File: src/rtl/clksrc_pkg.sv
package clksrc_pkg;
   // Register offsets; software and the read mux both depend on them.
   localparam int unsigned OFF_CTRL   = 0;
   localparam int unsigned OFF_STATUS = 1;
   localparam int unsigned OFF_XOSC   = 2;
   localparam int unsigned OFF_FAIL   = 3;
   localparam int unsigned OFF_CAL    = 4;
   localparam int unsigned OFF_PLL    = 5;
   localparam int unsigned OFF_DFLL   = 6;

   localparam logic [7:0] READY_BITS = 8'h30;
   localparam logic [7:0] XOSC_KEEP  = 8'hEF;

   typedef enum logic [1:0] {
      PLL_SRC_INT2M  = 2'd0,
      PLL_SRC_RSVD   = 2'd1,
      PLL_SRC_INT32M = 2'd2,
      PLL_SRC_EXT    = 2'd3
   } pll_src_e;
endpackage

File: src/rtl/clksrc_fail_ctl.sv
module clksrc_fail_ctl #(
   parameter bit GATE_FLAG_BY_EN = 1'b1
) (
   input  logic       clk,
   input  logic       rst_n,
   input  logic       wr,
   input  logic [1:0] wd,
   input  logic       unlock,
   input  logic       fail_evt,
   output logic       en_o,
   output logic       flag_o,
   output logic       err_o
);
   logic set_req, clr_req, flag_set;

   assign set_req = wr &  wd[0] & ~en_o;
   assign clr_req = wr & ~wd[0] &  en_o;
   assign err_o   = (set_req & ~unlock) | clr_req;

   generate
      if (GATE_FLAG_BY_EN) begin : g_gated
         assign flag_set = fail_evt & en_o;
      end else begin : g_free
         assign flag_set = fail_evt;
      end
   endgenerate

   always_ff @(posedge clk or negedge rst_n) begin
      if (!rst_n) begin
         en_o   <= 1'b0;
         flag_o <= 1'b0;
      end else begin
         if (set_req && unlock) en_o <= 1'b1;
         if (flag_set)          flag_o <= 1'b1;
         else if (wr && wd[1])  flag_o <= 1'b0;
      end
   end

   // enable is sticky
   p_en_sticky_r5: assert property (@(posedge clk) disable iff (!rst_n)
      en_o |=> en_o);
   // enable rises only through an unlocked write
   p_en_locked_r5: assert property (@(posedge clk) disable iff (!rst_n)
      (!en_o && !(wr && unlock)) |=> !en_o);
   // write-one clears the flag when no event competes
   p_flag_w1c_r6: assert property (@(posedge clk) disable iff (!rst_n)
      (wr && wd[1] && !fail_evt) |=> !flag_o);
endmodule

File: src/rtl/clksrc_pll_ctl.sv
module clksrc_pll_ctl #(
   parameter int unsigned FAC_W = 5
) (
   input  logic                 clk,
   input  logic                 rst_n,
   input  logic                 wr,
   input  logic [1:0]           wd_src,
   input  logic [FAC_W-1:0]     wd_fac,
   output clksrc_pkg::pll_src_e src_o,
   output logic [FAC_W-1:0]     fac_o,
   output logic                 err_o
);
   import clksrc_pkg::*;

   logic bad_src;
   assign bad_src = (wd_src == PLL_SRC_RSVD);
   assign err_o   = wr & bad_src;

   always_ff @(posedge clk or negedge rst_n) begin
      if (!rst_n) begin
         src_o <= PLL_SRC_INT2M;
         fac_o <= '0;
      end else if (wr) begin
         fac_o <= wd_fac;
         if (!bad_src) src_o <= pll_src_e'(wd_src);
      end
   end

   // reserved source leaves the stored source alone
   p_src_hold_r7: assert property (@(posedge clk) disable iff (!rst_n)
      (wr && bad_src) |=> $stable(src_o));
   // multiplier is stored on every write
   p_fac_store_r7: assert property (@(posedge clk) disable iff (!rst_n)
      wr |=> (fac_o == $past(wd_fac)));
endmodule

File: src/rtl/clksrc_regs.sv
module clksrc_regs #(
   parameter int unsigned ADDR_W      = 3,
   parameter int unsigned CTRL_W      = 5,
   parameter int unsigned PLL_FAC_W   = 5,
   parameter int unsigned DFLL_W      = 2,
   parameter bit          FLAG_GATED  = 1'b1
) (
   input  logic              clk,
   input  logic              rst_n,
   input  logic [ADDR_W-1:0] reg_addr,
   input  logic              reg_wr,
   input  logic [7:0]        reg_wdata,
   output logic [7:0]        reg_rdata,
   input  logic              prot_unlock,
   input  logic              osc_fail_evt,
   output logic              write_error
);
   import clksrc_pkg::*;

   localparam logic [ADDR_W-1:0] A_CTRL   = ADDR_W'(OFF_CTRL);
   localparam logic [ADDR_W-1:0] A_STATUS = ADDR_W'(OFF_STATUS);
   localparam logic [ADDR_W-1:0] A_XOSC   = ADDR_W'(OFF_XOSC);
   localparam logic [ADDR_W-1:0] A_FAIL   = ADDR_W'(OFF_FAIL);
   localparam logic [ADDR_W-1:0] A_CAL    = ADDR_W'(OFF_CAL);
   localparam logic [ADDR_W-1:0] A_PLL    = ADDR_W'(OFF_PLL);
   localparam logic [ADDR_W-1:0] A_DFLL   = ADDR_W'(OFF_DFLL);

   generate
      if (ADDR_W < 3) begin : g_bad_addr
         $error("ADDR_W must cover seven offsets");
      end
      if (CTRL_W > 8 || PLL_FAC_W > 5 || DFLL_W > 8) begin : g_bad_width
         $error("field width exceeds its byte slot");
      end
   endgenerate

   logic [CTRL_W-1:0]    ctrl_q, status_q;
   logic [7:0]           xosc_q, cal_q;
   logic [DFLL_W-1:0]    dfll_q;
   logic                 fail_en, fail_flag, fail_err;
   pll_src_e             pll_src;
   logic [PLL_FAC_W-1:0] pll_fac;
   logic                 pll_err;
   logic                 wr_fail, wr_pll;

   assign wr_fail = reg_wr && (reg_addr == A_FAIL);
   assign wr_pll  = reg_wr && (reg_addr == A_PLL);

   always_ff @(posedge clk or negedge rst_n) begin
      if (!rst_n) begin
         ctrl_q   <= '0;
         status_q <= '0;
         xosc_q   <= '0;
         cal_q    <= '0;
         dfll_q   <= '0;
      end else if (reg_wr) begin
         case (reg_addr)
            A_CTRL: begin
               ctrl_q   <= reg_wdata[CTRL_W-1:0];
               status_q <= reg_wdata[CTRL_W-1:0];
            end
            A_XOSC:  xosc_q <= reg_wdata & XOSC_KEEP;
            A_CAL:   cal_q  <= reg_wdata;
            A_DFLL:  dfll_q <= reg_wdata[DFLL_W-1:0];
            default: ;
         endcase
      end
   end

   clksrc_fail_ctl #(.GATE_FLAG_BY_EN(FLAG_GATED)) i_fail (
      .clk(clk), .rst_n(rst_n), .wr(wr_fail), .wd(reg_wdata[1:0]),
      .unlock(prot_unlock), .fail_evt(osc_fail_evt),
      .en_o(fail_en), .flag_o(fail_flag), .err_o(fail_err)
   );

   clksrc_pll_ctl #(.FAC_W(PLL_FAC_W)) i_pll (
      .clk(clk), .rst_n(rst_n), .wr(wr_pll), .wd_src(reg_wdata[7:6]),
      .wd_fac(reg_wdata[PLL_FAC_W-1:0]),
      .src_o(pll_src), .fac_o(pll_fac), .err_o(pll_err)
   );

   always_ff @(posedge clk or negedge rst_n) begin
      if (!rst_n) write_error <= 1'b0;
      else        write_error <= fail_err | pll_err;
   end

   always_comb begin
      reg_rdata = 8'h00;
      case (reg_addr)
         A_CTRL:   reg_rdata = 8'(ctrl_q)   | READY_BITS;
         A_STATUS: reg_rdata = 8'(status_q) | READY_BITS;
         A_XOSC:   reg_rdata = xosc_q;
         A_FAIL:   reg_rdata = {6'b0, fail_flag, fail_en};
         A_CAL:    reg_rdata = cal_q;
         A_PLL: begin
            reg_rdata[7:6]           = pll_src;
            reg_rdata[PLL_FAC_W-1:0] = pll_fac;
         end
         A_DFLL:   reg_rdata = 8'(dfll_q);
         default:  reg_rdata = 8'h00;
      endcase
   end

   // control write is mirrored into status
   p_mirror_r2: assert property (@(posedge clk) disable iff (!rst_n)
      (reg_wr && reg_addr == A_CTRL) |=> (status_q == ctrl_q));
   // ready bits always visible
   p_ready_r3: assert property (@(posedge clk) disable iff (!rst_n)
      (reg_addr == A_CTRL || reg_addr == A_STATUS) |-> (reg_rdata[5:4] == 2'b11));
   // a reserved source write is reported next cycle
   p_err_pll_r9: assert property (@(posedge clk) disable iff (!rst_n)
      (wr_pll && reg_wdata[7:6] == 2'd1) |=> write_error);
   // no refused write, no pulse
   p_err_quiet_r9: assert property (@(posedge clk) disable iff (!rst_n)
      !reg_wr |=> !write_error);
endmodule

File: config.mk
export PLATFORM = sky130hd
export DESIGN_NAME = clksrc_regs
export DESIGN_NICKNAME = d
export VERILOG_FILES = /design/src/rtl/clksrc_pkg.sv /design/src/rtl/clksrc_fail_ctl.sv /design/src/rtl/clksrc_pll_ctl.sv /design/src/rtl/clksrc_regs.sv
export SDC_FILE = /design/constraint.sdc
export NUM_CORES = 1
export LEC_CHECK = 0
export ABC_AREA = 1
export CORE_ASPECT_RATIO = 0.8
export CORE_MARGIN = 2
export CORE_UTILIZATION = 56
export CTS_CLUSTER_DIAMETER = 200
export DETAILED_ROUTE_END_ITERATION = 12
export PLACE_DENSITY = 0.87
export REMOVE_ABC_BUFFERS = 1
export SYNTH_ARGS = -nofsm -noshare
export SYNTH_HDL_FRONTEND = slang
export SYNTH_SLANG_ARGS = --single-unit
File: constraint.sdc
create_clock -name clk -period 2.65 [get_ports clk]
set_input_delay 0.3975 -clock clk [delete_from_list [all_inputs] [get_ports clk]]
set_output_delay 0.3975 -clock clk [all_outputs]
set_load 0.02 [all_outputs]
==> metrics.txt <==
WL/cell 13.24 um; Pwr Total 1.106 mW; Ports 25; Setup Crit Path Kind in -> out; Crit. End Element output port; Pleak 1.074 nW; PD cells 577.9 nW/um^2; Post-Synth Adder-Cell Area 0%; nets 252; compound-cell area share of the yosys netlist 8.203%; final wirelength 3.615 mm; unrepaired setup endpoints after global routing no; CTS Buf Count 5; clk sink count 31; fmax 392.7 MHz; PostCTS Resize Cnt 0; worst slack, placed 5.373 ps; xor and xnor fraction of the mapped netlist area 0%; combinational family with the most area after synthesis simple AND/OR/NAND/NOR gates; DR pass1 iterations 4; DR WL met2 1.770 mm; fin crit period 2546 ps; area occupied by multi-input gates 630.6 um^2; Max Slew Vio Count 0; Worst Hold Class in -> async; highest net fanout along the worst path 7; post-route setup slack 103.7 ps; CTS tree done; initial core utilization 60.47%; Bufs on Longest Clock Path 2; Mapped Cells 201; initial antenna violation count 0; Synth Register Bits 31; register area share after synthesis 50.86%; hold buffer count at cts 0; Post CTS Setup Buffer Count 0; ANT nets after route 0; Unique masters post-synth 17; H-tree levels 2; grt ovf 0; Global Route Usage Sum 26.27%; Slew headroom 69.91%; Fillers 200; DR iter-0 viols 127; RePlAce Congestion 0.9132; clock skew 6.877 ps; Final Hold Viols 0; Max-Cap Viols 0; Worst Setup Start Kind primary input; layout cells sized above 1 9.283%; DRT met1 WL 1.556 mm; Mapped Area 1525 um^2; largest net degree at the start of global routing 32; Die Wd 62.35 um; core area 2522 um^2; P&R area growth vs syn 25.51%; worst-margin pin slew 450.1 ps; mux contribution to synthesized area 0%; sequential cell area 775.7 um^2; worst hold margin 447.6 ps; post-route DRC violation count 0; commonest non-fill, non-tap cell in the layout nand2_1; Mean Syn Cell Area 7.588 um^2; Setup TNS 0 ps; clock transition at the registers of the reported paths 100 ps; Worst VDD drop 419.6 uV; simple-gate share of the synthesized area 33.14%; first-pass GRT wire length 6.237 mm; Die Height 50.68 um; Detail Placement HPWL 2.689 mm; Vias/cell 5.278; R2R setup slack 1800 ps; Root Buffer clkbuf_4; critical path arrival 2150 ps; Yosys warning count 0; Period Utilization, post-route 96.09%; input/output buffers 24; Skew-Pair Late Insertion Delay 330 ps; antenna cells 0; required time worst endpoint 2250 ps; vias in the first global route 1416; most frequent cells in the layout 75 x nand2_1, 31 x dfrtp_1, 20 x inv_1; met3 wire length 224 um; die area 3160 um^2; uppermost routed layer met4; setup violators final 0; via count 1441; status finished clean; Site Rows 16
## per-stage QoR
stage / cell area, um^2 / utilization (%) / instances
2_1_floorplan: 1486 / - / 195
3_3_place_gp: 1847 / 73.21 / 265
3_5_place_dp: 1847 / 73.21 / 265
4_1_cts: 1897 / 75.20 / 273
5_1_grt: 1914 / 75.89 / 273
6_report: 1914 / 75.89 / 273
## path summary, 6_finish.rpt
path,start,end,cells past startpoint
min reg2reg,cal_q[5],cal_q[5],2
min,rst_n,cal_q[6],2
max,reg_addr[1],reg_rdata[3],7
max reg2reg,i_fail.en_o,write_error,3
min in group clk,cal_q[5],cal_q[5],2
max in group asynchronous,rst_n,dfll_q[1],2
## cell families after synthesis
| family | Yosys count |
|---|---|
| DFF | 31 |
| buffers and inverters | 27 |
| AOI/OAI and AO/OA | 25 |
| and+or+nand+nor | 118 |
## routing by layer
metal | up-vias | global-route usage [%]
li1 | 714 | -
met1 | 671 | 34.60
met2 | 48 | 42.21
met3 | 8 | 6.054
met4 | 0 | 11.48
met5 | - | 0
## worst max-delay path, stage by stage
cell and delay (ps):
clkdlybuf4s50_1 570, clkinv_2 150, nor3_2 120, buf_4 180
a21oi_1 70, nand2_1 50, clkdlybuf4s50_1 590
## flip-flops by register name, indices dropped and copies added (netlist names)
signal,count
cal_q,8
xosc_q,7
i_pll.fac_o,5
status_q,4
dfll_q,2
i_pll.src_o,2
i_fail.en_o,1
i_fail.flag_o,1
write_error,1
## cells in the mapped netlist
| cell type | count | area [um^2] |
|---|---|---|
| o21ai_0 | 14 | 70.07 |
| dfrtp_1 | 31 | 775.7 |
| inv_1 | 20 | 75.07 |
| nand2_1 | 75 | 281.5 |
| buf_2 | 4 | 20.02 |
| buf_6 | 1 | 11.26 |
| nand3_1 | 17 | 85.08 |
| a21oi_1 | 6 | 30.03 |
| nor2_2 | 1 | 6.260 |
| buf_4 | 1 | 7.510 |
| clkinv_2 | 1 | 5.000 |
| nor2_1 | 13 | 48.80 |
| nor3_2 | 1 | 10.01 |
| nand4_1 | 8 | 50.05 |
| o21ai_1 | 5 | 25.02 |
| nand2_2 | 2 | 12.51 |
| nor2_4 | 1 | 11.26 |
## layout make-up
type | instances | share of cell area (%)
inverters | 21 | 4.183
repair buffers | 34 | 17.39
well taps | 36 | 2.353
flip-flops and latches | 31 | 40.52
multi-input cells | 143 | 32.94
clock buffers | 7 | 2.353
clock inverters | 1 | 0.2614
## where the power goes
part	internal [mW]	switching, mW	total [mW]
Sequential	0.558	0.0453	0.603
Combinational	0.104	0.137	0.240
Clock	0.103	0.160	0.263
Total	0.765	0.342	1.11
(Power assumes the default switching activity.)
